File: config.mk
export PLATFORM = sky130hd
export DESIGN_NAME = adcctl_top
export DESIGN_NICKNAME = d
export VERILOG_FILES = /design/src/rtl/adcctl_pkg.sv /design/src/rtl/adcctl_seq.sv /design/src/rtl/adcctl_cfg.sv /design/src/rtl/adcctl_shift.sv /design/src/rtl/adcctl_top.sv
export SDC_FILE = /design/constraint.sdc
export NUM_CORES = 1
export LEC_CHECK = 0
export ABC_CLOCK_PERIOD_IN_PS = 2160
export BUFFER_PORTS_ARGS = -buffer_cell sky130_fd_sc_hd__buf_2
export CORE_MARGIN = 3
export CORE_UTILIZATION = 58
export DETAILED_ROUTE_END_ITERATION = 6
export PLACE_DENSITY = 0.79
export SLEW_MARGIN = 0
export SYNTH_ARGS = -nofsm -noshare
export SYNTH_HDL_FRONTEND = slang
export SYNTH_SLANG_ARGS = --single-unit
File: constraint.sdc
create_clock -name clk -period 2.16 [get_ports clk]
set_input_delay 0.216 -clock clk [delete_from_list [all_inputs] [get_ports clk]]
set_output_delay 0.216 -clock clk [all_outputs]
set_load 0.03 [all_outputs]
File: src/rtl/adcctl_pkg.sv
package adcctl_pkg;

  localparam int CFG_BITS = 6;
  localparam int SD_POS   = 5;
  localparam int OS_POS   = 4;
  localparam int UNI_POS  = 1;

  typedef enum logic [1:0] {
    NEG_CH0 = 2'd0,
    NEG_CH1 = 2'd1,
    NEG_GND = 2'd2
  } neg_sel_e;

  typedef struct packed {
    logic     pos_ch1;
    neg_sel_e neg;
    logic     unipolar;
  } route_t;

  // Configuration word to routing and coding settings.
  function automatic route_t decode_cfg(input logic [CFG_BITS-1:0] w);
    route_t r;
    r.unipolar = w[UNI_POS];
    r.pos_ch1  = w[OS_POS];
    if (w[SD_POS]) r.neg = NEG_GND;
    else           r.neg = w[OS_POS] ? NEG_CH0 : NEG_CH1;
    return r;
  endfunction

endpackage

File: src/rtl/adcctl_seq.sv
module adcctl_seq #(
  parameter int CONV_CYCLES = 20
) (
  input  logic clk,
  input  logic rst_n,
  input  logic start_in,
  output logic start_fall,
  output logic conv_start,
  output logic fin,
  output logic busy,
  output logic conv_done,
  output logic asleep
);
  localparam int TMR_W = $clog2(CONV_CYCLES + 1);

  logic             start_q;
  logic [TMR_W-1:0] tmr;
  logic             start_rise;

  assign start_rise = start_in & ~start_q;
  assign start_fall = ~start_in & start_q;
  assign conv_start = start_rise & ~busy;
  assign fin        = busy & (tmr == '0);

  always_ff @(posedge clk) begin
    if (!rst_n) begin
      start_q   <= 1'b0;
      busy      <= 1'b0;
      tmr       <= '0;
      conv_done <= 1'b0;
      asleep    <= 1'b0;
    end else begin
      start_q   <= start_in;
      conv_done <= fin;
      if (!start_in) asleep <= 1'b0;
      if (fin) begin
        busy <= 1'b0;
        if (start_in) asleep <= 1'b1;
      end else if (busy) begin
        tmr <= tmr - 1'b1;
      end else if (conv_start) begin
        busy <= 1'b1;
        tmr  <= TMR_W'(CONV_CYCLES - 1);
      end
    end
  end

endmodule

File: src/rtl/adcctl_cfg.sv
module adcctl_cfg
  import adcctl_pkg::*;
#(
  parameter int CNT_W = $clog2(CFG_BITS + 1)
) (
  input  logic                clk,
  input  logic                rst_n,
  input  logic                frame_clr,
  input  logic                sck_rise,
  input  logic                xfer_en,
  input  logic                cfg_in,
  input  logic                conv_start,
  input  logic                busy,
  output logic [CNT_W-1:0]    bit_cnt,
  output logic [CFG_BITS-1:0] pend_word,
  output route_t              route,
  output logic                acquire
);
  logic [CFG_BITS-1:0] shw;
  logic [CFG_BITS-1:0] act_word;
  logic [CFG_BITS-1:0] shw_next;

  assign shw_next = {shw[CFG_BITS-2:0], cfg_in};

  always_ff @(posedge clk) begin
    if (!rst_n) begin
      bit_cnt   <= '0;
      shw       <= '0;
      pend_word <= '0;
    end else if (frame_clr) begin
      bit_cnt <= '0;
    end else if (sck_rise && xfer_en && (bit_cnt < CNT_W'(CFG_BITS))) begin
      shw     <= shw_next;
      bit_cnt <= bit_cnt + 1'b1;
      if (bit_cnt == CNT_W'(CFG_BITS - 1)) pend_word <= shw_next;
    end
  end

  always_ff @(posedge clk) begin
    if (!rst_n)          act_word <= '0;
    else if (conv_start) act_word <= pend_word;
  end

  assign route   = decode_cfg(act_word);
  assign acquire = (bit_cnt == CNT_W'(CFG_BITS)) & ~busy;

endmodule

File: src/rtl/adcctl_shift.sv
module adcctl_shift #(
  parameter int DATA_W = 12
) (
  input  logic              clk,
  input  logic              rst_n,
  input  logic              load,
  input  logic              shift,
  input  logic              unipolar,
  input  logic [DATA_W-1:0] sample,
  output logic              sdo_dat
);
  logic [DATA_W-1:0] shreg;

  // Straight binary passes through; bipolar flips the MSB.
  function automatic logic [DATA_W-1:0] recode(input logic [DATA_W-1:0] s,
                                               input logic uni);
    return uni ? s : {~s[DATA_W-1], s[DATA_W-2:0]};
  endfunction

  always_ff @(posedge clk) begin
    if (!rst_n)     shreg <= '0;
    else if (load)  shreg <= recode(sample, unipolar);
    else if (shift) shreg <= {shreg[DATA_W-2:0], 1'b0};
  end

  assign sdo_dat = shreg[DATA_W-1];

endmodule

File: src/rtl/adcctl_top.sv
module adcctl_top
  import adcctl_pkg::*;
#(
  parameter int CONV_CYCLES = 20,
  parameter int DATA_W      = 12
) (
  input  logic              clk,
  input  logic              rst_n,
  input  logic              start_in,
  input  logic              sck_in,
  input  logic              cfg_in,
  input  logic [DATA_W-1:0] sample_in,
  output logic              sdo_dat,
  output logic              sdo_oe,
  output logic              conv_done,
  output logic              busy,
  output logic              asleep,
  output logic              acquire,
  output logic              pos_ch1,
  output logic [1:0]        neg_sel,
  output logic              unipolar
);
  localparam int CNT_W = $clog2(CFG_BITS + 1);

  logic                sck_q;
  logic                sck_rise;
  logic                sck_fall;
  logic                xfer_en;
  logic                start_fall;
  logic                conv_start;
  logic                fin_w;
  logic                frame_clr;
  logic [CNT_W-1:0]    cfg_cnt_w;
  logic [CFG_BITS-1:0] cfg_pend_w;
  route_t              route;

  always_ff @(posedge clk) begin
    if (!rst_n) sck_q <= 1'b0;
    else        sck_q <= sck_in;
  end

  assign sck_rise  = sck_in & ~sck_q;
  assign sck_fall  = ~sck_in & sck_q;
  assign xfer_en   = ~start_in & ~busy;
  assign frame_clr = start_fall | fin_w;
  assign sdo_oe    = ~start_in;

  adcctl_seq #(.CONV_CYCLES(CONV_CYCLES)) u_seq (
    .clk        (clk),
    .rst_n      (rst_n),
    .start_in   (start_in),
    .start_fall (start_fall),
    .conv_start (conv_start),
    .fin        (fin_w),
    .busy       (busy),
    .conv_done  (conv_done),
    .asleep     (asleep)
  );

  adcctl_cfg #(.CNT_W(CNT_W)) u_cfg (
    .clk        (clk),
    .rst_n      (rst_n),
    .frame_clr  (frame_clr),
    .sck_rise   (sck_rise),
    .xfer_en    (xfer_en),
    .cfg_in     (cfg_in),
    .conv_start (conv_start),
    .busy       (busy),
    .bit_cnt    (cfg_cnt_w),
    .pend_word  (cfg_pend_w),
    .route      (route),
    .acquire    (acquire)
  );

  adcctl_shift #(.DATA_W(DATA_W)) u_shift (
    .clk      (clk),
    .rst_n    (rst_n),
    .load     (fin_w),
    .shift    (sck_fall & xfer_en),
    .unipolar (route.unipolar),
    .sample   (sample_in),
    .sdo_dat  (sdo_dat)
  );

  assign pos_ch1  = route.pos_ch1;
  assign neg_sel  = route.neg;
  assign unipolar = route.unipolar;

endmodule

## Word level (Yosys, flattened, before mapping)

Cells that the tools add are included.

| word-level totals | value |
|---|---|
| bits in registers | 42 |
| bits in latches | 0 |
| bits in writable memories | 0 |
| ROM bits | 0 |
| input port bits | 17 |
| output and inout port bits | 10 |
| logic and storage cells | 57 |
| memories | 0 |

| operators by class | value |
|---|---|
| add/sub/neg operators | 2 |
| multiply operators | 0 |
| divide/modulo/power cells | 0 |
| magnitude comparators | 1 |
| equal/unequal tests | 2 |
| shifts and indexed selects | 0 |
| mux-type cells | 12 |
| bitwise logic cells | 19 |
| reductions and logical operators | 10 |

Operator list:

| cell | number |
|---|---|
| 12-bit two-way mux | 3 |
| 5-bit two-way mux | 2 |
| 1-bit bitwise AND | 9 |
| 1-bit NOT | 9 |
| 3-bit equality test, second input constant | 2 |
| 1-bit two-way mux | 6 |
| 5-bit zero test | 1 |
| 5-bit by 1-bit subtractor with 5-bit output, second input constant | 1 |
| 2-bit AND reduction | 2 |
| 2-bit nonzero test | 2 |
| 2-bit OR reduction | 2 |
| 3-bit by 1-bit adder with 3-bit output, second input constant | 1 |
| 3-bit less-than comparator, second input constant | 1 |
| 3-bit AND reduction | 1 |
| 1-bit logical AND | 2 |
| 2-bit two-way mux | 1 |
| 1-bit OR | 1 |

## Logic depth before layout (Yosys ltp)

Gate-level depths: netlist of run 1.

| depth | value |
|---|---|
| depth in word-level cells | 5 |
| mapped depth | 7 |

## Modules after synthesis

A second synthesis of run 1 with hierarchy kept.

| second synthesis, totals | value |
|---|---|
| cell total of the unflattened synthesis | 173 |
| area, all modules | 1757.9 µm² |

By module, submodules not included:

| module | instances | cells each | area each (µm²) | sequential area each (µm²) |
|---|---|---|---|---|
| adcctl_cfg | 1 | 71 | 720.7 | 340.3 |
| adcctl_shift | 1 | 54 | 598.1 | 240.2 |
| adcctl_seq | 1 | 41 | 377.9 | 180.2 |
| adcctl_top | 1 | 7 | 61.3 | 20.0 |

## Least setup slack after synthesis of run 1

No wires, ideal clock.

| timing | value |
|---|---|
| path type | register to register |
| from | register u_seq.busy |
| to | register u_seq.tmr[0] |
| arrival | 1.422 ns |
| setup slack | 0.621 ns |
| stages on the path, launching flop included | 7 |
| period minus slack after synthesis | 1.539 ns |
| cell sequence | dfxtp_1 buf_6 nand3b_1 nor3_1 buf_2 nor2_1 o211a_1 |

| on the way | value |
|---|---|
| word-level cells in the longest chain between the ends | 4 |

Ends and longest elaborated chain:

| element | line | RTL |
|---|---|---|
| from (decl) | adcctl_seq.sv:10 | `output logic busy,` |
| from (signal assigned) | adcctl_seq.sv:28 | `busy <= 1'b0;` |
| from (signal assigned) | adcctl_seq.sv:37 | `busy <= 1'b0;` |
| from (signal assigned) | adcctl_seq.sv:42 | `busy <= 1'b1;` |
| 1-bit NOT | adcctl_seq.sv:22 | `assign conv_start = start_rise & ~busy;` |
| 1-bit bitwise AND | adcctl_seq.sv:22 |  |
| 2-bit nonzero test (no source line) | - |  |
| 2-bit AND reduction (no source line) | - |  |
| to (signal assigned) | adcctl_seq.sv:40 | `tmr <= tmr - 1'b1;` |
| to (signal assigned) | adcctl_seq.sv:43 | `tmr <= TMR_W'(CONV_CYCLES - 1);` |
| to (decl) | adcctl_seq.sv:17 | `logic [TMR_W-1:0] tmr;` |

Parallel ways exist; a longest one is shown, timed or not.
A chain may end at the register's enable or synchronous reset.

## Worst setup path after layout of run 1

| timing | value |
|---|---|
| from | register u_seq.tmr[0] |
| to | register u_cfg.bit_cnt[1] |

| on the way | value |
|---|---|
| word-level cells in the longest chain between the ends | 4 |

Ends and longest elaborated chain:

| element | line | RTL |
|---|---|---|
| 5-bit zero test | adcctl_seq.sv:23 | `assign fin = busy & (tmr == '0);` |
| 1-bit bitwise AND | adcctl_seq.sv:23 |  |
| 1-bit OR | adcctl_top.sv:45 | `assign frame_clr = start_fall \| fin_w;` |
| 2-bit OR reduction (no source line) | - |  |
| to (signal assigned) | adcctl_cfg.sv:34 | `bit_cnt <= bit_cnt + 1'b1;` |
| to (decl) | adcctl_cfg.sv:14 | `output logic [CNT_W-1:0] bit_cnt,` |

No other way between the ends.

==> results of run 1 <==
sequential cells by signal, indices dropped and copies added (netlist names), 3 cells and up:
signal           count
u_cfg.act_word       3
u_cfg.bit_cnt        3
u_cfg.pend_word      3
u_cfg.shw            5
u_seq.tmr            5
u_shift.shreg       12
cells in the final DEF, fill, tap and decap left out, types with 5 or more instances in the layout:
master	count
a21boi_1	10
a22oi_1	8
buf_2	26
clkbuf_4	5
dfxtp_1	36
inv_1	6
mux2i_1	14
nand2_1	21
nor2_1	8
nor2b_1	7
synthesized netlist by cell type (2+ instances only):
master | n | area share (%)
o211a_1 | 2 | 1.3
nand3_1 | 3 | 0.94
nand3b_1 | 2 | 0.94
and2_1 | 2 | 0.78
nor2b_1 | 7 | 2.7
buf_6 | 2 | 1.4
nor2_1 | 8 | 1.9
a22oi_1 | 8 | 3.8
inv_2 | 2 | 0.47
xnor2_1 | 2 | 1.1
a21oi_1 | 4 | 1.3
o21ai_0 | 2 | 0.63
inv_1 | 6 | 1.4
o211ai_1 | 2 | 0.94
mux2i_1 | 14 | 8.8
o21a_1 | 3 | 1.4
nor4b_4 | 2 | 3.0
a21boi_1 | 10 | 4.7
and3_1 | 2 | 0.78
dfxtp_1 | 36 | 45
ha_1 | 4 | 3.1
nand2_1 | 21 | 4.9
clkbuf_1 | 4 | 0.94
o21ai_1 | 2 | 0.63
how the worst min path moves through the flow:
stage,startpoint,to,slack (ns),cells past startpoint
after floorplan,sck_in,sck_q,0.34,1
after global placement,u_shift.shreg[7],u_shift.shreg[7],0.44,2
after detailed placement,u_shift.shreg[9],u_shift.shreg[9],0.45,2
after CTS,sample_in[0],u_shift.shreg[0],0.09,3
after global routing,sample_in[0],u_shift.shreg[0],0.09,3
final,sample_in[0],u_shift.shreg[0],0.10,3
worst min-delay path, delay by kind of cell:
kind / cells / cell delay [ns]
AO/OA/AOI/OAI: 1 / 0.05
AND/OR/NAND/NOR: 1 / 0.05
buffers and inverters: 1 / 0.10
per-stage QoR:
step	cell area (um2)	std cells
6_report	1830	222
3_5_place_dp	1730	214
2_1_floorplan	1590	163
5_1_grt	1830	222
4_1_cts	1830	222
3_3_place_gp	1730	214
cell type report:
type	instances	area, um2
fill	205	716
timing repair buffer	28	145
multi-input combinational	112	801
sequential	36	721
inverter	8	30.0
tap	30	37.5
clock inverter	1	30.0
clock buffer	7	65.1
report_power, final:
group          internal (mW)  switching [mW]  total (mW)
registers              0.697          0.0310       0.728
logic                 0.0766           0.107       0.184
clock network          0.307           0.226       0.534
total                   1.08           0.365        1.45
layer usage:
metal | vias to the layer above | wire [um] | global-route usage (%)
met5 | - | 0 | 0
met3 | 7 | 151 | 6.80
met2 | 30 | 1650 | 36.8
li1 | 627 | - | -
met4 | 0 | 51 | 8.61
met1 | 587 | 1300 | 24.1
kinds of logic after synthesis:
| family | Yosys count | share of synthesized area (%) |
|---|---|---|
| mux | 14 | 8.79 |
| xor+xnor | 3 | 1.65 |
| simple gates | 54 | 19.9 |
| fa+ha+maj | 4 | 3.14 |
| flops | 36 | 45.2 |
| compound gates | 37 | 16.7 |
| buf+inv | 15 | 4.55 |
==> results.md, run 1 <==
- DRT Pass-1 Iters: 4
- Worst R2R Setup Slack: 0.40 ns
- Largest net degree at the start of global routing: 37
- Routed len/inst: 14.2 um
- Crit. Startpoint: u_seq.tmr[0]
- Synth async-reset ratio: 0%
- Slew margin rel.: 58.6%
- # resized after CTS: 0
- Worst Setup Slack, final: 0.405 ns
- Fmax achieved: 0.570 GHz
- Post-Syn Area: 1590 um2
- CTS root buf: clkbuf_4
- Library cells used by synthesis: 37
- TritonCTS Buffers: 5
- Maximum VDD drop: 0.673 mV
- Max-cap viol count: 0
- Dpl ws: 0.436 ns
- RSZ-0062 raised after global routing: no
- First-pass GRT wire length: 5440 um
- Worst reg2reg path startpoint: u_seq.tmr[0]
- Drt total wl: approximately 3100 um
- Antenna cells: 0
- Final setup viols: 0
- Core area: 2540 um2
- Static leakage: around 0.76 nW
- Register area share after synthesis: around 45%
- EDFF count, synth: 0
- Starting density of the core: 62.6%
- Crit path required time: 2.42 ns
- CP Data Arrival Time: 2.01 ns
- # port buffers: 26
- Share of cells above drive strength 1: between 20% and 30%
- WHS: between 0.1 and 0.15 ns
- Placer's final routability congestion estimate: 0.774
- Nets: 212
- Die Wd: 58.4 um
- Initial DRC count: 44
- CP cell instances: inv_1, ha_1, and3b_1, nand2_1, o211ai_1, a311oi_1
- Worst Setup End Kind: register
- Final HPWL DP: 2330 um
- Max stage delay on crit path: 0.40 ns
- Hold crit path type: primary input to register
- Via count: 1251
- WP depth: 6
- Vias in the first global route: 1250
- Via/cell ratio: 5.64
- Total gr overflow: 0
- Initial antenna violation count: 0
- Pins Over Slew Limit: 0
- Slowest-stage cell, CP: dfxtp_1
- Row Count: 18
- Area growth syn-to-layout: 14.8%
- CP delay by family, top: simple AND/OR/NAND/NOR gates
- Critical path class: register to register
- Syn Area/Cell: 9.78 um2
- Pwr per Cell Area: 790 nW/um2
- Setup TNS: 0 ns
- Mapped Nets: 184
- CTS max path bufs: 2
- CTS Sinks: 36
- Overall Global Routing Usage: 21.3%
- # IOs: 27
- Skew final: 0.00949 ns
- Worst skew pair latency: 0.35 ns
- WP buf/inv: 1
- Worst-Margin Slew: ~0.62 ns
- Die ar.: 3410 um2
- Final core occ: 71.9%
- Final antenna-violating net count: 0
- H-Tree Depth: 2
- Worst-path clk slew: 0.11 ns
- Post-route clock period utilization: 81.3%
- Worst-case reg-to-reg path depth: 6
- Die Ht: 58.4 um
- Total Power: 1.45 mW
- # hold bufs at CTS: 0
- CTS tree: built
- Synth Register Bits: 36
- Postcts setup bufs: 0
- Final Hold Violating Endpoints: 0
- CP endpoint: u_cfg.bit_cnt[1]
- Mapped Cells: 163
- CP max FO: 10
- Synth warn: 0
- Worst setup SP type: register
- Outcome: finished clean
- DR DRC count: 0
- Final min period: 1.76 ns
- Top FF cell, synth: dfxtp_1
- FF-to-FF End: u_cfg.bit_cnt[1]
(Power assumes the default switching activity.)
==> inputs of run 2 (changes only) <==
- ABC_AREA: default -> 1
- ABC_CLOCK_PERIOD_IN_PS: 2160 -> 1500
- CORE_UTILIZATION: 58 -> 49
- PLACE_DENSITY: 0.79 -> 0.71
- clock period: 2.16 -> 1.5 ns (I/O delays scaled with it)
==> run 2 against run 1 <==
Hold slack worse by 0.072 ns; area after synthesis grew 3.8%; via count is 17% higher; non-clock buffer count is 8 higher; final cell count rose by 33%; global-route usage is 3.7 points lower; synthesized cell count increased by 30%; total power is 53% higher; critical path depth shrank 1; first-iteration DRC count is 80% higher; sequential share of layout area is 3.3 points lower.
==> results.md, run 2 <==
- Outcome: finished clean (unchanged)
- DR DRC count: 0 (unchanged)
- Mapped Cells: 212 (was 163)
- Most frequent cells in the layout: 60 x nand2_1, 32 x dfxtp_1, 25 x buf_2 (was 36 x dfxtp_1, 26 x buf_2, 21 x nand2_1)
- Most common cell after layout, fill and taps aside: nand2_1 (was dfxtp_1)
- Top FF cell, synth: dfxtp_1 (unchanged)
- CP delay by family, top: flip-flops (was simple AND/OR/NAND/NOR gates)
- Total Power: 2.21 mW (was 1.45 mW)
- Static leakage: 0.845 nW (was 0.757 nW)
- Initial antenna violation count: 0 (unchanged)
- Row Count: 20 (was 18)
- CTS tree: built (unchanged)
- Final Hold Violating Endpoints: 0 (unchanged)
- CP endpoint: acquire (was u_cfg.bit_cnt[1])
- WP buf/inv: 2 (was 1)
- RSZ-0062 raised after global routing: no (unchanged)
- TritonCTS Buffers: 5 (unchanged)
- First-pass GRT wire length: 5530 um (was 5440 um)
- Post-synth top area cell: dfxtp_1 (unchanged)
- Area of the multi-input gates: 830 um2 (was 801 um2)
- Starting density of the core: 52.9% (was 62.6%)
- Synth warn: 0 (unchanged)
- Worst-path clk slew: 0.10 ns (was 0.11 ns)
- Pins Over Slew Limit: 0 (unchanged)
- CP max FO: 4 (was 10)
- Top-area cell type share of the netlist area: 43.6% (was 45.2%)
- Initial DRC count: 79 (was 44)
- Reg with most FFs: u_shift.shreg (unchanged)
- Register area share after synthesis: 43.6% (was 45.2%)
- Syn Area/Cell: 7.80 um2 (was 9.78 um2)
- Post-Syn Area: 1650 um2 (was 1590 um2)
- DRT Pass-1 Iters: 4 (unchanged)
- Worst R2R Setup Slack: 0.13 ns (was 0.40 ns)
- Routed len/inst: 11.4 um (was 14.2 um)
- Via count: 1460 (was 1251)
- Worst Setup End Kind: primary output (was register)
- Nets: 271 (was 212)
- Max FFs per register: 12 (unchanged)
- Worst-Margin Slew: 0.636 ns (was 0.619 ns)
- Die ar.: 4110 um2 (was 3410 um2)
- Drt total wl: 3360 um (was 3150 um)
- Largest net degree at the start of global routing: 21 (was 37)
- CTS Sinks: 36 (unchanged)
- Final antenna-violating net count: 0 (unchanged)
- Commonest cells post-synth: 60 x nand2_1, 36 x dfxtp_1, 20 x inv_1 (was 36 x dfxtp_1, 21 x nand2_1, 14 x mux2i_1)
- Total gr overflow: 0 (unchanged)
- Synth Register Bits: 36 (unchanged)
- Non-filler cells, final: 295 (was 222)
- # port buffers: 26 (unchanged)
- Fillers: 288 (was 205)
- Antenna cells: 0 (unchanged)
- CP Data Arrival Time: 1.22 ns (was 2.01 ns)
- Final setup viols: 0 (unchanged)
- Core area: 3130 um2 (was 2540 um2)
- CTS root buf: clkbuf_4 (unchanged)
- Max stage delay on crit path: 0.36 ns (was 0.40 ns)
- Pwr per Cell Area: 1100 nW/um2 (was 790 nW/um2)
- Final min period: 1.37 ns
- Overall Global Routing Usage: 17.6% (was 21.3%)
- Crit path required time: 1.35 ns (was 2.42 ns)
- Slowest-stage cell, CP: dfxtp_2 (was dfxtp_1)
- Slew margin rel.: 57.5% (was 58.6%)
- Via/cell ratio: 4.95 (was 5.64)
- Synth async-reset ratio: 0% (unchanged)
- Dpl cells: 282 (was 214)
- Setup TNS: 0 ns (unchanged)
- CTS max path bufs: 2 (unchanged)
- # IOs: 27 (unchanged)
- WP depth: 5 (was 6)
- Worst reg2reg path startpoint: u_seq.tmr[0] (unchanged)
- Share of cells above drive strength 1: 29.1% (was 23.4%)
- Mapped Nets: 233 (was 184)
- H-Tree Depth: 2 (unchanged)
- EDFF count, synth: 0 (unchanged)
- Post-route clock period utilization: 91.6%
- Die Wd: 64.1 um (was 58.4 um)
- Area growth syn-to-layout: 21.6% (was 14.8%)
- Count leader, synth: nand2_1 (was dfxtp_1)
- FF-to-FF End: u_cfg.bit_cnt[2] (was u_cfg.bit_cnt[1])
- Die Ht: 64.1 um (was 58.4 um)
- Placer's final routability congestion estimate: 0.836 (was 0.774)
- CP cell instances: inv_1, ha_1, nand2_1, nor2_2, buf_4 (was inv_1, ha_1, and3b_1, nand2_1, o211ai_1, a311oi_1)
- Vias in the first global route: 1306 (was 1250)
- Top cells by area, synth: dfxtp_1 44%, nand2_1 14%, inv_1 4.5% (was dfxtp_1 45%, mux2i_1 8.8%, nand2_1 4.9%)
- Dpl ws: 0.0456 ns (was 0.436 ns)
- Worst skew pair latency: 0.36 ns (was 0.35 ns)
- Reg area: 726 um2 (was 721 um2)
- Fmax achieved: 0.728 GHz
- Maximum VDD drop: 0.796 mV (was 0.673 mV)
- Final core occ: 64.3% (was 71.9%)
- Worst setup SP type: register (unchanged)
- Max-cap viol count: 0 (unchanged)
- Library cells used by synthesis: 28 (was 37)
- Hold Path Depth: 3 (unchanged)
- Critical path class: register to primary output (was register to register)
- Worst-case reg-to-reg path depth: 8 (was 6)
- Largest registers: u_shift.shreg (12), u_cfg.shw (5), u_seq.tmr (5) (unchanged)
- Skew final: 0.0150 ns (was 0.00949 ns)
- Crit. Startpoint: u_cfg.bit_cnt[0] (was u_seq.tmr[0])
- Final HPWL DP: 2330 um (about the same)
- Hold crit path type: primary input to register (unchanged)
- Worst Setup Slack, final: 0.126 ns (was 0.405 ns)
-- run 2: cell count changes after synthesis, sizes merged, moves of 3 or more --
cell and delta:
nand2 +41, mux2i -14, a21oi +9, a22oi -8
nand3 +9, a31oi +9, nor2b -7, inv +15
a21boi -10, nor2 +14, o21ai +5, o21a -3
-- run 2: cells by family after synthesis --
group                    share of synthesized area, %
buffers and inverters                            8.17
XOR/XNOR                                         1.59
adder cells (fa/ha/maj)                          3.03
AO/OA/AOI/OAI                                    11.0
AND/OR/NAND/NOR                                  32.7
flip-flops                                       43.6
-- run 2: per-stage QoR --
stage	cell area, um2	hold slack (ns)
finish	2010	0.0323
global route	2010	0.0296
CTS	1960	0.0250
detailed placement	1870	0.358
global placement	1870	0.356
floorplan	1650	0.243
-- run 2: worst min-delay path by stage --
stage / startpoint / endpoint / slack (ns)
final: sck_in / sck_q / 0.03
after global routing: sck_in / sck_q / 0.03
after CTS: sck_in / sck_q / 0.02
after detailed placement: sample_in[0] / u_shift.shreg[0] / 0.36
after global placement: sample_in[0] / u_shift.shreg[0] / 0.36
after floorplan: sck_in / sck_q / 0.24
-- run 2: area by class of cell --
class / instances / area share, %
multi-input cells: 148 / 41.2
flip-flops and latches: 36 / 36.1
repair buffers: 36 / 11.7
inverters: 23 / 4.29
well taps: 44 / 2.74
clock inverters: 3 / 2.11
clock buffers: 5 / 1.87
-- run 2: tightest hold or removal path, stage by stage --
cell and delay (ns):
buf_2 0.11, nand2_1 0.05, inv_1 0.04
-- run 2: report_power, final --
part           internal, mW  total (mW)  switching, mW
Combinational         0.175       0.452          0.277
Clock                 0.347       0.694          0.346
Sequential             1.02        1.06         0.0449
-- run 2: per-layer routing --
| layer | global-route usage, % | vias up | part of all wire (%) | wire, um |
|---|---|---|---|---|
| li1 | - | 761 | - | - |
| met1 | 20.9 | 667 | 47 | 1590 |
| met2 | 27.4 | 25 | 46 | 1560 |
| met3 | 7.03 | 7 | 4.3 | 144 |
| met4 | 8.71 | 0 | 1.7 | 57 |
| met5 | 0 | - | 0 | 0 |
-- run 2: timing repair --
action                                  4_1_cts  5_1_grt
buffers inserted                              0        2
gates resized for setup                       1        9
endpoints found under the hold margin         1        0
cloned                                        0        2
hold buffers                                  1        0
pin swaps                                     0        4
endpoints found under the setup margin        1       17
==> inputs of run 3 (changes only) <==
- CORE_ASPECT_RATIO: default -> 0.9
- CTS_CLUSTER_DIAMETER: default -> 200
==> run 3 against run 2 <==
Cell area fell by 3.0%; total power rose by 4.6%; sequential power barely moved; register-to-register slack barely moved; hold slack improved by 0.020 ns; routed wire length fell by 4.4%; utilization fell by 2.2 points; critical path depth rose by 2; worst setup slack got worse by 0.014 ns; maximum frequency fell by 1.0%; critical path type is now register to register; largest cell class unchanged; highest routed layer unchanged.
==> results.md, run 3 (same netlist as run 2, synthesis figures left out) <==
- Max FFs per register: 12 (unchanged)
- Initial DRC count: 115 (was 79)
- Placed cell areas: 1810 um2 (was 1870 um2)
- Final antenna-violating net count: 0 (unchanged)
- Final min period: 1.39 ns (was 1.37 ns)
- Static leakage: 0.816 nW (was 0.845 nW)
- Reg with most FFs: u_shift.shreg (unchanged)
- H-Tree Depth: 2 (unchanged)
- Final Hold Violating Endpoints: 0 (unchanged)
- Reg area: 722 um2 (was 726 um2)
- Area of the multi-input gates: 822 um2 (was 830 um2)
- Skew final: 0.00983 ns (was 0.0150 ns)
- Slew margin rel.: 79.9% (was 57.5%)
- RSZ-0062 raised after global routing: yes (was no)
- Critical path class: register to register (was register to primary output)
- CTS root buf: clkbuf_8 (was clkbuf_4)
- Starting density of the core: 52.7% (was 52.9%)
- Outcome: finished clean (unchanged)
- WP buf/inv: 2 (unchanged)
- Final HPWL DP: 2330 um (about the same)
- Fillers: 307 (was 288)
- Total gr overflow: 0 (unchanged)
- Die ar.: 4110 um2 (about the same)
- Worst-Margin Slew: 0.301 ns (was 0.636 ns)
- Largest net degree at the start of global routing: 15 (was 21)
- Die Wd: 67.2 um (was 64.1 um)
- Initial antenna violation count: 0 (unchanged)
- Worst Setup End Kind: register (was primary output)
- CTS tree: built (unchanged)
- Via count: 1373 (was 1460)
- Drt total wl: 3210 um (was 3360 um)
- Most frequent cells in the layout: 60 x nand2_1, 35 x dfxtp_1, 26 x buf_2 (was 60 x nand2_1, 32 x dfxtp_1, 25 x buf_2)
- Worst-path clk slew: 0.08 ns (was 0.10 ns)
- Placer's final routability congestion estimate: 0.783 (was 0.836)
- CTS max path bufs: 2 (unchanged)
- Via/cell ratio: 4.82 (was 4.95)
- CP max FO: 9 (was 4)
- Worst skew pair latency: 0.30 ns (was 0.36 ns)
- Nets: 263 (was 271)
- Max stage delay on crit path: 0.32 ns (was 0.36 ns)
- Worst-case reg-to-reg path depth: 7 (was 8)
- CP delay by family, top: simple AND/OR/NAND/NOR gates (was flip-flops)
- First-pass GRT wire length: 5400 um (was 5530 um)
- Pwr per Cell Area: 1180 nW/um2 (was 1100 nW/um2)
- Antenna cells: 0 (unchanged)
- CP Data Arrival Time: 1.60 ns (was 1.22 ns)
- Hold Path End: u_shift.shreg[0] (was sck_q)
- Area growth syn-to-layout: 17.9% (was 21.6%)
- CP cell instances: inv_1, ha_4, nand2_2, nor2_4, buf_6, nand2_1, a31oi_1 (was inv_1, ha_1, nand2_1, nor2_2, buf_4)
- TritonCTS Buffers: 5 (unchanged)
- Max-cap viol count: 0 (unchanged)
- # IOs: 27 (unchanged)
- Worst R2R Setup Slack: 0.11 ns (was 0.13 ns)
- Vias in the first global route: 1197 (was 1306)
- Hold Path Depth: 3 (unchanged)
- Die Ht: 61.1 um (was 64.1 um)
- Worst reg2reg path startpoint: u_seq.tmr[0] (unchanged)
- Crit path required time: 1.72 ns (was 1.35 ns)
- Non-filler cells, final: 285 (was 295)
- # hold bufs at CTS: 0 (was 1)
- CTS Sinks: 36 (unchanged)
- WHS: 0.0526 ns (was 0.0323 ns)
- Worst setup SP type: register (unchanged)
- DR DRC count: 0 (unchanged)
- Overall Global Routing Usage: 17.9% (was 17.6%)
- Maximum VDD drop: 0.774 mV (was 0.796 mV)
- Routed len/inst: 11.3 um (was 11.4 um)
- Hold crit path type: primary input to register (unchanged)
- Postcts setup bufs: 0 (unchanged)
- Total Power: 2.31 mW (was 2.21 mW)
- Post-route clock period utilization: 92.5% (was 91.6%)
- FF-to-FF End: u_shift.shreg[7] (was u_cfg.bit_cnt[2])
- Fmax achieved: 0.720 GHz (was 0.728 GHz)
- Slowest-stage cell, CP: dfxtp_1 (was dfxtp_2)
- Final setup viols: 0 (unchanged)
- Hold path startpoint: sample_in[0] (was sck_in)
- Share of cells above drive strength 1: 25.9% (was 29.1%)
- Row Count: 19 (was 20)
- # port buffers: 26 (unchanged)
- Pins Over Slew Limit: 0 (unchanged)
- Design area: 1950 um2 (was 2010 um2)
- Core area: 3140 um2 (was 3130 um2)
- DRT Pass-1 Iters: 4 (unchanged)
- Largest registers: u_shift.shreg (12), u_cfg.shw (5), u_seq.tmr (5) (unchanged)
- Most common cell after layout, fill and taps aside: nand2_1 (unchanged)
- Dpl cells: 276 (was 282)
run 3: cell types whose count changed in the layout (fill, tap and decap cells not counted), moves of 2 or more:
cell	delta
nor2_4	-2
buf_12	-2
clkbuf_8	+5
clkbuf_4	-5
dfxtp_1	+3
buf_4	-6
dfxtp_2	-3
run 3: power by group:
part / internal [mW] / leakage, nW / switching, mW / total [mW]
Combinational: 0.148 / 0.468 / 0.259 / 0.406
Clock: 0.491 / 0.0541 / 0.350 / 0.841
Sequential: 1.02 / 0.294 / 0.0459 / 1.06
run 3: worst max-delay path by stage:
stage	from	endpoint	slack, ns	depth (start not counted)
floorplan	u_seq.busy	u_seq.tmr[2]	0.1	7
global route	u_seq.tmr[0]	u_cfg.shw[4]	-0.003	7
detailed placement	u_seq.tmr[0]	u_shift.shreg[7]	0.08	7
finish	u_seq.tmr[0]	u_shift.shreg[7]	0.11	7
global placement	u_seq.tmr[0]	u_cfg.bit_cnt[2]	0.10	7
CTS	u_seq.tmr[0]	u_shift.shreg[7]	0.05	7
run 3: what timing repair did:
action                                  in CTS  in global routing
endpoints found under the setup margin       0                 22
resized for setup                            0                  5
hold endpoints to repair                     0                  0
run 3: area by class of cell:
cell class,count,share of cell area [%]
clock buffer,5,3.53
clock inverter,3,2.18
inverter,23,4.43
multi-input combinational,147,42.1
sequential,36,37.0
tap,42,2.69
timing repair buffer,29,8.02
run 3: metal layers:
| layer | wire (um) | vias up | GRT usage (%) |
|---|---|---|---|
| met2 | 1340 | 25 | 24.9 |
| met5 | 0 | - | 0 |
| met3 | 154 | 4 | 7.85 |
| li1 | - | 736 | - |
| met1 | 1680 | 608 | 24.7 |
| met4 | 38 | 0 | 6.07 |
run 3: tightest hold or removal path: stages:
cell     delay [ns]
buf_2          0.08
nand2_1        0.05
nand2_1        0.05
run 3: per-stage QoR:
stage	setup WS [ns]	utilization, %	setup TNS, ns
floorplan	0.0957	-	0
global placement	0.103	57.7	0
CTS	0.0486	61.2	0
global route	-0.00344	62.2	-0.00638
detailed placement	0.0766	57.7	0
finish	0.112	62.2	0
